--- src/rtl/mpr_pkg.sv ---
package mpr_pkg;
  localparam int ADDR_W    = 14;
  localparam int BANK_W    = 3;
  localparam int CMD_W     = 3;
  localparam int BEAT_W    = 3;
  localparam int LONG_LEFT = 7;  // beats after the first in an 8-beat burst
  localparam int CHOP_LEFT = 3;  // beats after the first in a 4-beat chop

  typedef enum logic [CMD_W-1:0] {
    CMD_NOP  = 3'd0,
    CMD_READ = 3'd1,
    CMD_RDAP = 3'd2,
    CMD_WR   = 3'd3,
    CMD_LMR  = 3'd4,
    CMD_PRE  = 3'd5,
    CMD_REF  = 3'd6,
    CMD_PDN  = 3'd7
  } cmd_e;

  typedef enum logic [1:0] {
    BURST_FIXED8 = 2'b00,
    BURST_OTF    = 2'b01,
    BURST_FIXED4 = 2'b10,
    BURST_RSVD   = 2'b11
  } burstMode_e;

  typedef struct packed {
    logic launch;     // start a pattern burst
    logic chop;       // 4 beats instead of 8
    logic upperHalf;  // first beat index is 4
  } burstStrobe_t;
endpackage

--- src/rtl/mprCtrl.sv ---
module mprCtrl
  import mpr_pkg::*;
(
  input  logic              clk,
  input  logic              rstN,
  input  logic              cmdValid,
  input  logic [CMD_W-1:0]  cmdType,
  input  logic [BANK_W-1:0] bankAddr,
  input  logic [ADDR_W-1:0] addr,
  output burstStrobe_t      strobe,
  output logic              illegalCmd
);
  logic       mprEn;
  logic [1:0] mprSel;
  burstMode_e burstMode;

  cmd_e cmd;
  logic isRead, isLmr, toMr3, toMr0, mr3Clean, mr3Write, mr0Write;
  logic benign, badCmd, chopSel;

  always_comb begin
    cmd      = cmd_e'(cmdType);
    isRead   = cmdValid && (cmd == CMD_READ || cmd == CMD_RDAP);
    isLmr    = cmdValid && (cmd == CMD_LMR);
    toMr3    = isLmr && (bankAddr[1:0] == 2'b11);
    toMr0    = isLmr && (bankAddr == 3'b000);
    mr3Clean = (bankAddr[2] == 1'b0) && (addr[13:3] == '0);
    mr3Write = toMr3 && mr3Clean;
    mr0Write = toMr0 && !mprEn;
    benign   = !cmdValid || (cmd == CMD_NOP) || isRead;
    badCmd   = (toMr3 && !mr3Clean) || (mprEn && !benign && !mr3Write);

    unique case (burstMode)
      BURST_FIXED4: chopSel = 1'b1;
      BURST_OTF:    chopSel = !addr[12];
      default:      chopSel = 1'b0;
    endcase

    strobe.launch    = isRead && mprEn && (mprSel == 2'b00) &&
                       (addr[1:0] == 2'b00) && (chopSel || !addr[2]);
    strobe.chop      = chopSel;
    strobe.upperHalf = addr[2];
  end

  always_ff @(posedge clk or negedge rstN) begin
    if (!rstN) begin
      mprEn      <= 1'b0;
      mprSel     <= 2'b00;
      burstMode  <= BURST_FIXED8;
      illegalCmd <= 1'b0;
    end else begin
      illegalCmd <= badCmd;
      if (mr3Write) begin
        mprEn  <= addr[2];
        mprSel <= addr[1:0];
      end
      if (mr0Write) burstMode <= burstMode_e'(addr[1:0]);
    end
  end
endmodule

--- src/rtl/mprData.sv ---
module mprData
  import mpr_pkg::*;
#(
  parameter int DQ_WIDTH   = 16,
  parameter int READ_LAT   = 5,
  parameter bit PRIME_ONLY = 1'b1
) (
  input  logic                clk,
  input  logic                rstN,
  input  burstStrobe_t        strobe,
  output logic [DQ_WIDTH-1:0] dq,
  output logic                dqValid
);
  localparam int PRIME_STRIDE = 8;

  burstStrobe_t pipe [READ_LAT];
  burstStrobe_t due;

  always_ff @(posedge clk or negedge rstN) begin
    if (!rstN) begin
      for (int i = 0; i < READ_LAT; i++) pipe[i] <= '0;
    end else begin
      pipe[0] <= strobe;
      for (int i = 1; i < READ_LAT; i++) pipe[i] <= pipe[i-1];
    end
  end

  assign due = pipe[READ_LAT-1];

  logic [BEAT_W-1:0] beatIdx;
  logic [BEAT_W-1:0] beatsLeft;
  logic              curBit;
  logic              validReg;
  logic [BEAT_W-1:0] startIdx;

  assign startIdx = {due.upperHalf, 2'b00};

  always_ff @(posedge clk or negedge rstN) begin
    if (!rstN) begin
      beatIdx   <= '0;
      beatsLeft <= '0;
      curBit    <= 1'b0;
      validReg  <= 1'b0;
    end else if (due.launch) begin
      validReg  <= 1'b1;
      curBit    <= startIdx[0];
      beatIdx   <= startIdx + 3'd1;
      beatsLeft <= due.chop ? BEAT_W'(CHOP_LEFT) : BEAT_W'(LONG_LEFT);
    end else if (beatsLeft != '0) begin
      validReg  <= 1'b1;
      curBit    <= beatIdx[0];
      beatIdx   <= beatIdx + 3'd1;
      beatsLeft <= beatsLeft - 3'd1;
    end else begin
      validReg  <= 1'b0;
      curBit    <= 1'b0;
    end
  end

  assign dqValid = validReg;

  for (genvar g = 0; g < DQ_WIDTH; g++) begin : gLane
    if (!PRIME_ONLY || (g % PRIME_STRIDE == 0)) begin : gDrive
      assign dq[g] = curBit & validReg;
    end else begin : gLow
      assign dq[g] = 1'b0;
    end
  end
endmodule

--- src/rtl/mprReadout.sv ---
module mprReadout
  import mpr_pkg::*;
#(
  parameter int DQ_WIDTH   = 16,
  parameter int READ_LAT   = 5,
  parameter bit PRIME_ONLY = 1'b1
) (
  input  logic                clk,
  input  logic                rstN,
  input  logic                cmdValid,
  input  logic [2:0]          cmdType,
  input  logic [2:0]          bankAddr,
  input  logic [13:0]         addr,
  output logic [DQ_WIDTH-1:0] dq,
  output logic                dqValid,
  output logic                illegalCmd
);
  burstStrobe_t strobe;

  mprCtrl uCtrl (
    .clk(clk), .rstN(rstN), .cmdValid(cmdValid), .cmdType(cmdType),
    .bankAddr(bankAddr), .addr(addr), .strobe(strobe), .illegalCmd(illegalCmd)
  );

  mprData #(.DQ_WIDTH(DQ_WIDTH), .READ_LAT(READ_LAT), .PRIME_ONLY(PRIME_ONLY)) uData (
    .clk(clk), .rstN(rstN), .strobe(strobe), .dq(dq), .dqValid(dqValid)
  );
endmodule

--- config.mk ---
export PLATFORM = sky130hd
export DESIGN_NAME = mprReadout
export DESIGN_NICKNAME = d
export VERILOG_FILES = /design/src/rtl/mpr_pkg.sv /design/src/rtl/mprCtrl.sv /design/src/rtl/mprData.sv /design/src/rtl/mprReadout.sv
export SDC_FILE = /design/constraint.sdc
export NUM_CORES = 1
export LEC_CHECK = 0
export ABC_AREA = 1
export CAP_MARGIN = 20
export CORE_AREA = 2 2 52 54
export DETAILED_ROUTE_END_ITERATION = 10
export DIE_AREA = 0 0 54 56
export PLACE_DENSITY = 0.82
export SYNTH_ARGS = -nofsm -noshare
export SYNTH_HDL_FRONTEND = slang
export SYNTH_SLANG_ARGS = --single-unit
--- constraint.sdc ---
create_clock -name clk -period 2.1 [get_ports clk]
set_input_delay 0.525 -clock clk [delete_from_list [all_inputs] [get_ports clk]]
set_output_delay 0.525 -clock clk [all_outputs]
set_load 0.05 [all_outputs]
==> run_summary.xml <==
<?xml version="1.0" encoding="UTF-8"?>
<metrics>
  <group name="yosys">
    <metric name="post-synth-top-area-cell" unit="">sky130_fd_sc_hd__dfrtp_1</metric>
    <metric name="synth_area_leaders" unit="">sky130_fd_sc_hd__dfrtp_1, sky130_fd_sc_hd__buf_4, sky130_fd_sc_hd__nand2_1, sky130_fd_sc_hd__nor2_1, sky130_fd_sc_hd__inv_1</metric>
    <metric name="synth.avg_cell_area" unit="sq um">9.410</metric>
    <metric name="synth.ff_latch_count" unit="">22</metric>
    <metric name="synth.top_cell.area_share" unit="%">49.16</metric>
    <metric name="synthesis.area" unit="sq um">1120</metric>
    <metric name="ys_warn_count" unit="">0</metric>
    <metric name="synth_seq_area_share" unit="%">49.16</metric>
    <metric name="post_synth_num_cell_types" unit="">24</metric>
    <metric name="netlist_instances" unit="">119</metric>
  </group>
  <group name="worst_setup_path">
    <metric name="worst_setup_path_end_kind" unit="">output port</metric>
    <metric name="timing.setup.critical_path_class" unit="">register to output port</metric>
    <metric name="critPathTopFamily" unit="">buffers and inverters</metric>
    <metric name="crit_path_max_incr_delay" unit="ns">0.80</metric>
    <metric name="crit_path_max_fanout" unit="">2</metric>
    <metric name="element_type_at_the_critical_path_start" unit="">register</metric>
    <metric name="cpMaxStageDelayCell" unit="">sky130_fd_sc_hd__clkdlybuf4s50_1</metric>
    <metric name="worst-endpoint-arrival" unit="ns">1.46</metric>
    <metric name="critical_path.cell_chain" unit="">clkdlybuf4s50_1</metric>
    <metric name="worstPathRequired" unit="ns">1.57</metric>
    <metric name="path_buf_inv" unit="">1</metric>
  </group>
  <group name="timing">
    <metric name="tns" unit="ns">0</metric>
    <metric name="maxSlewHeadroom" unit="%">66.75</metric>
    <metric name="timing_worst_slew_pin_value" unit="ns">0.4972</metric>
    <metric name="peak_clock_frequency_supported_by_timing" unit="GHz">0.5047</metric>
    <metric name="tmin_final" unit="ns">1.981</metric>
    <metric name="final_critical_path_setup_slack" unit="ns">0.1187</metric>
    <metric name="report.final.slew_viol_count" unit="">0</metric>
    <metric name="unrepaired_setup_endpoints_after_global_routing" unit="">false</metric>
    <metric name="fin_worst_skew" unit="ns">0.005981</metric>
    <metric name="final.period_utilization" unit="%">94.35</metric>
    <metric name="tightest_hold_margin" unit="ns">0.3578</metric>
    <metric name="setup_violations" unit="">0</metric>
    <metric name="final_hold_viol_count" unit="">0</metric>
  </group>
  <group name="power">
    <metric name="pd_cells" unit="nW/um^2">858.5</metric>
    <metric name="design_power_total" unit="mW">1.189</metric>
    <metric name="vdd_drop_max" unit="mV">0.9084</metric>
    <metric name="leakage_power" unit="nW">0.7462</metric>
  </group>
  <group name="clock_network">
    <metric name="clock_insertion_delay_worst_skew" unit="ns">0.29</metric>
    <metric name="ctsHtreeMaxLevel" unit="">1</metric>
    <metric name="tritoncts_clock_tree" unit="">built</metric>
    <metric name="clk_transition_reported_paths" unit="ns">0.11</metric>
    <metric name="cts_root_buf" unit="">sky130_fd_sc_hd__clkbuf_4</metric>
    <metric name="max-clock-path-buffers" unit="">2</metric>
    <metric name="postCtsHoldBufs" unit="">0</metric>
    <metric name="clock_sinks" unit="">22</metric>
    <metric name="cts_post_setup_buffers_inserted" unit="">0</metric>
    <metric name="cts_buffers" unit="">3</metric>
  </group>
  <group name="place">
    <metric name="dpl.hpwl" unit="mm">1.583</metric>
    <metric name="dpl.cell_count" unit="">174</metric>
    <metric name="gp_congestion" unit="">0.8543</metric>
    <metric name="place_worst_setup_slack" unit="ns">0.3412</metric>
    <metric name="buffer_ports.inserted" unit="">26</metric>
    <metric name="placed_cell_area" unit="sq um">1361</metric>
  </group>
  <group name="floorplan">
    <metric name="die-width" unit="microns">54</metric>
    <metric name="fp.dieArea" unit="sq um">3024</metric>
    <metric name="core_area" unit="sq um">2432</metric>
    <metric name="die_h" unit="microns">56</metric>
    <metric name="count_of_pins_on_the_block_boundary" unit="">41</metric>
    <metric name="row_count" unit="">18</metric>
    <metric name="floorplan.initialDensity" unit="%">46.04</metric>
  </group>
  <group name="routing">
    <metric name="ant_nets" unit="">0</metric>
    <metric name="drtIter0Drc" unit="">13</metric>
    <metric name="dr_total_vias" unit="">788</metric>
    <metric name="avgViaCountPerCell" unit="">4.452</metric>
    <metric name="avgRoutedWirePerCell" unit="microns">10.19</metric>
    <metric name="drtPass1Iterations" unit="">4</metric>
    <metric name="drt_drc_violations_left" unit="">0</metric>
    <metric name="routed_wl" unit="mm">1.803</metric>
  </group>
  <group name="cells_and_area">
    <metric name="final_cell_mix" unit="">sky130_fd_sc_hd__clkdlybuf4s50_1, sky130_fd_sc_hd__nand2_1, sky130_fd_sc_hd__dfrtp_1</metric>
    <metric name="area_growth_syn_to_layout" unit="%">23.69</metric>
    <metric name="layout-drive-gt1-share" unit="%">10.20</metric>
    <metric name="num_antenna_cells" unit="">0</metric>
    <metric name="finish.net_count" unit="">176</metric>
    <metric name="post-route-cell-area" unit="sq um">1385</metric>
    <metric name="finalNonFillerCells" unit="">177</metric>
    <metric name="utilization_after_layout" unit="%">56.94</metric>
    <metric name="leading_cell_type_in_the_layout_fill_and_taps_excluded" unit="">sky130_fd_sc_hd__clkdlybuf4s50_1</metric>
    <metric name="fill_cells" unit="">243</metric>
  </group>
  <group name="global_route">
    <metric name="gr-total-overflow" unit="">0</metric>
    <metric name="grt_use_total" unit="%">12.84</metric>
    <metric name="number_of_antenna_violations_at_the_first_check_in_global_routing" unit="">0</metric>
    <metric name="grt_start_max_net_pins" unit="">23</metric>
    <metric name="first_pass_grt_wire_length" unit="mm">2.939</metric>
    <metric name="first_global_vias" unit="">776</metric>
  </group>
  <group name="outcome">
    <metric name="outcome" unit="">complete, no violations</metric>
  </group>
  <group name="min_path">
    <metric name="hold_path.class" unit="">register to register</metric>
  </group>
  <group name="flow_run">
    <metric name="max_cap_viols" unit="">0</metric>
  </group>
</metrics>
worst paths after layout:
check / startpoint / to / slack, ns / depth (start not counted)
worst max-delay path: uData.dqValid / dqValid / 0.12 / 1
worst min-delay path: uData.pipe[4] / uData.due[1] / 0.36 / 0
worst max register to register: uData.beatsLeft[0] / uData.beatIdx[0] / 0.82 / 8
worst min register to register: uData.pipe[4] / uData.due[1] / 0.36 / 0
max in group asynchronous: rstN / uCtrl.burstMode[1] / 1.33 / 2
min in group asynchronous: rstN / uData.pipe[14] / 0.56 / 2
Yosys cell counts:
library cell,n
sky130_fd_sc_hd__dfrtp_1,22
sky130_fd_sc_hd__xnor2_1,1
sky130_fd_sc_hd__nand4_1,4
sky130_fd_sc_hd__inv_2,1
sky130_fd_sc_hd__nor2_4,1
sky130_fd_sc_hd__nor3_2,1
sky130_fd_sc_hd__nand2_2,2
sky130_fd_sc_hd__buf_4,15
sky130_fd_sc_hd__or2_1,1
sky130_fd_sc_hd__nand2_1,22
sky130_fd_sc_hd__nand3_1,1
sky130_fd_sc_hd__inv_1,14
sky130_fd_sc_hd__a21oi_1,3
sky130_fd_sc_hd__and2_2,1
sky130_fd_sc_hd__nand2_4,2
sky130_fd_sc_hd__nand3_4,1
sky130_fd_sc_hd__conb_1,1
sky130_fd_sc_hd__ha_1,4
sky130_fd_sc_hd__o21ai_0,1
sky130_fd_sc_hd__a31oi_1,1
sky130_fd_sc_hd__o22ai_1,1
sky130_fd_sc_hd__nor2_8,2
sky130_fd_sc_hd__o21ai_1,1
sky130_fd_sc_hd__nor2_1,16
sequential cells by signal (all words and copies together) (netlist names):
signal            cells
uCtrl.burstMode       2
uData.pipe            8
uData.curBit          1
uData.beatsLeft       3
uData.dqValid         1
uData.beatIdx         1
uCtrl.mprSel          2
uCtrl.mprEn           1
uData.due             2
uCtrl.illegalCmd      1
layer usage:
| metal | global-route usage, % | wire length (microns) |
|---|---|---|
| met3 | 1.882 | 122 |
| met4 | 6.429 | 14 |
| met1 | 13.12 | 651 |
| met5 | 0 | 0 |
| met2 | 23.87 | 1014 |
power by group:
group          internal, mW  switching (mW)
Combinational         0.161           0.319
Sequential            0.497          0.0343
Clock                0.0667           0.111
Total                 0.724           0.465
logic make-up after synthesis:
group           after synthesis  synth area share, %
compound gates                7                3.351
xor+xnor                      1               0.7823
fa+ha+maj                     4                4.469
buf+inv                      30                15.08
flops                        22                49.16
other cells                   1               0.3349
simple gates                 54                26.82
layout make-up:
cell class	instances	area (sq um)	share of cell area (%)
sequential	22	550.5	39.75
timing repair buffer	27	269.0	19.42
multi-input combinational	80	449.2	32.43
clock buffer	3	22.52	1.626
inverter	15	56.30	4.065
tap	30	37.54	2.710
timing repair:
| action | in CTS | in global routing |
|---|---|---|
| gates cloned | 0 | 0 |
| resized for setup | 1 | 1 |
| endpoints found under the setup margin | 2 | 1 |
Power figures use the tool's default switching activity.
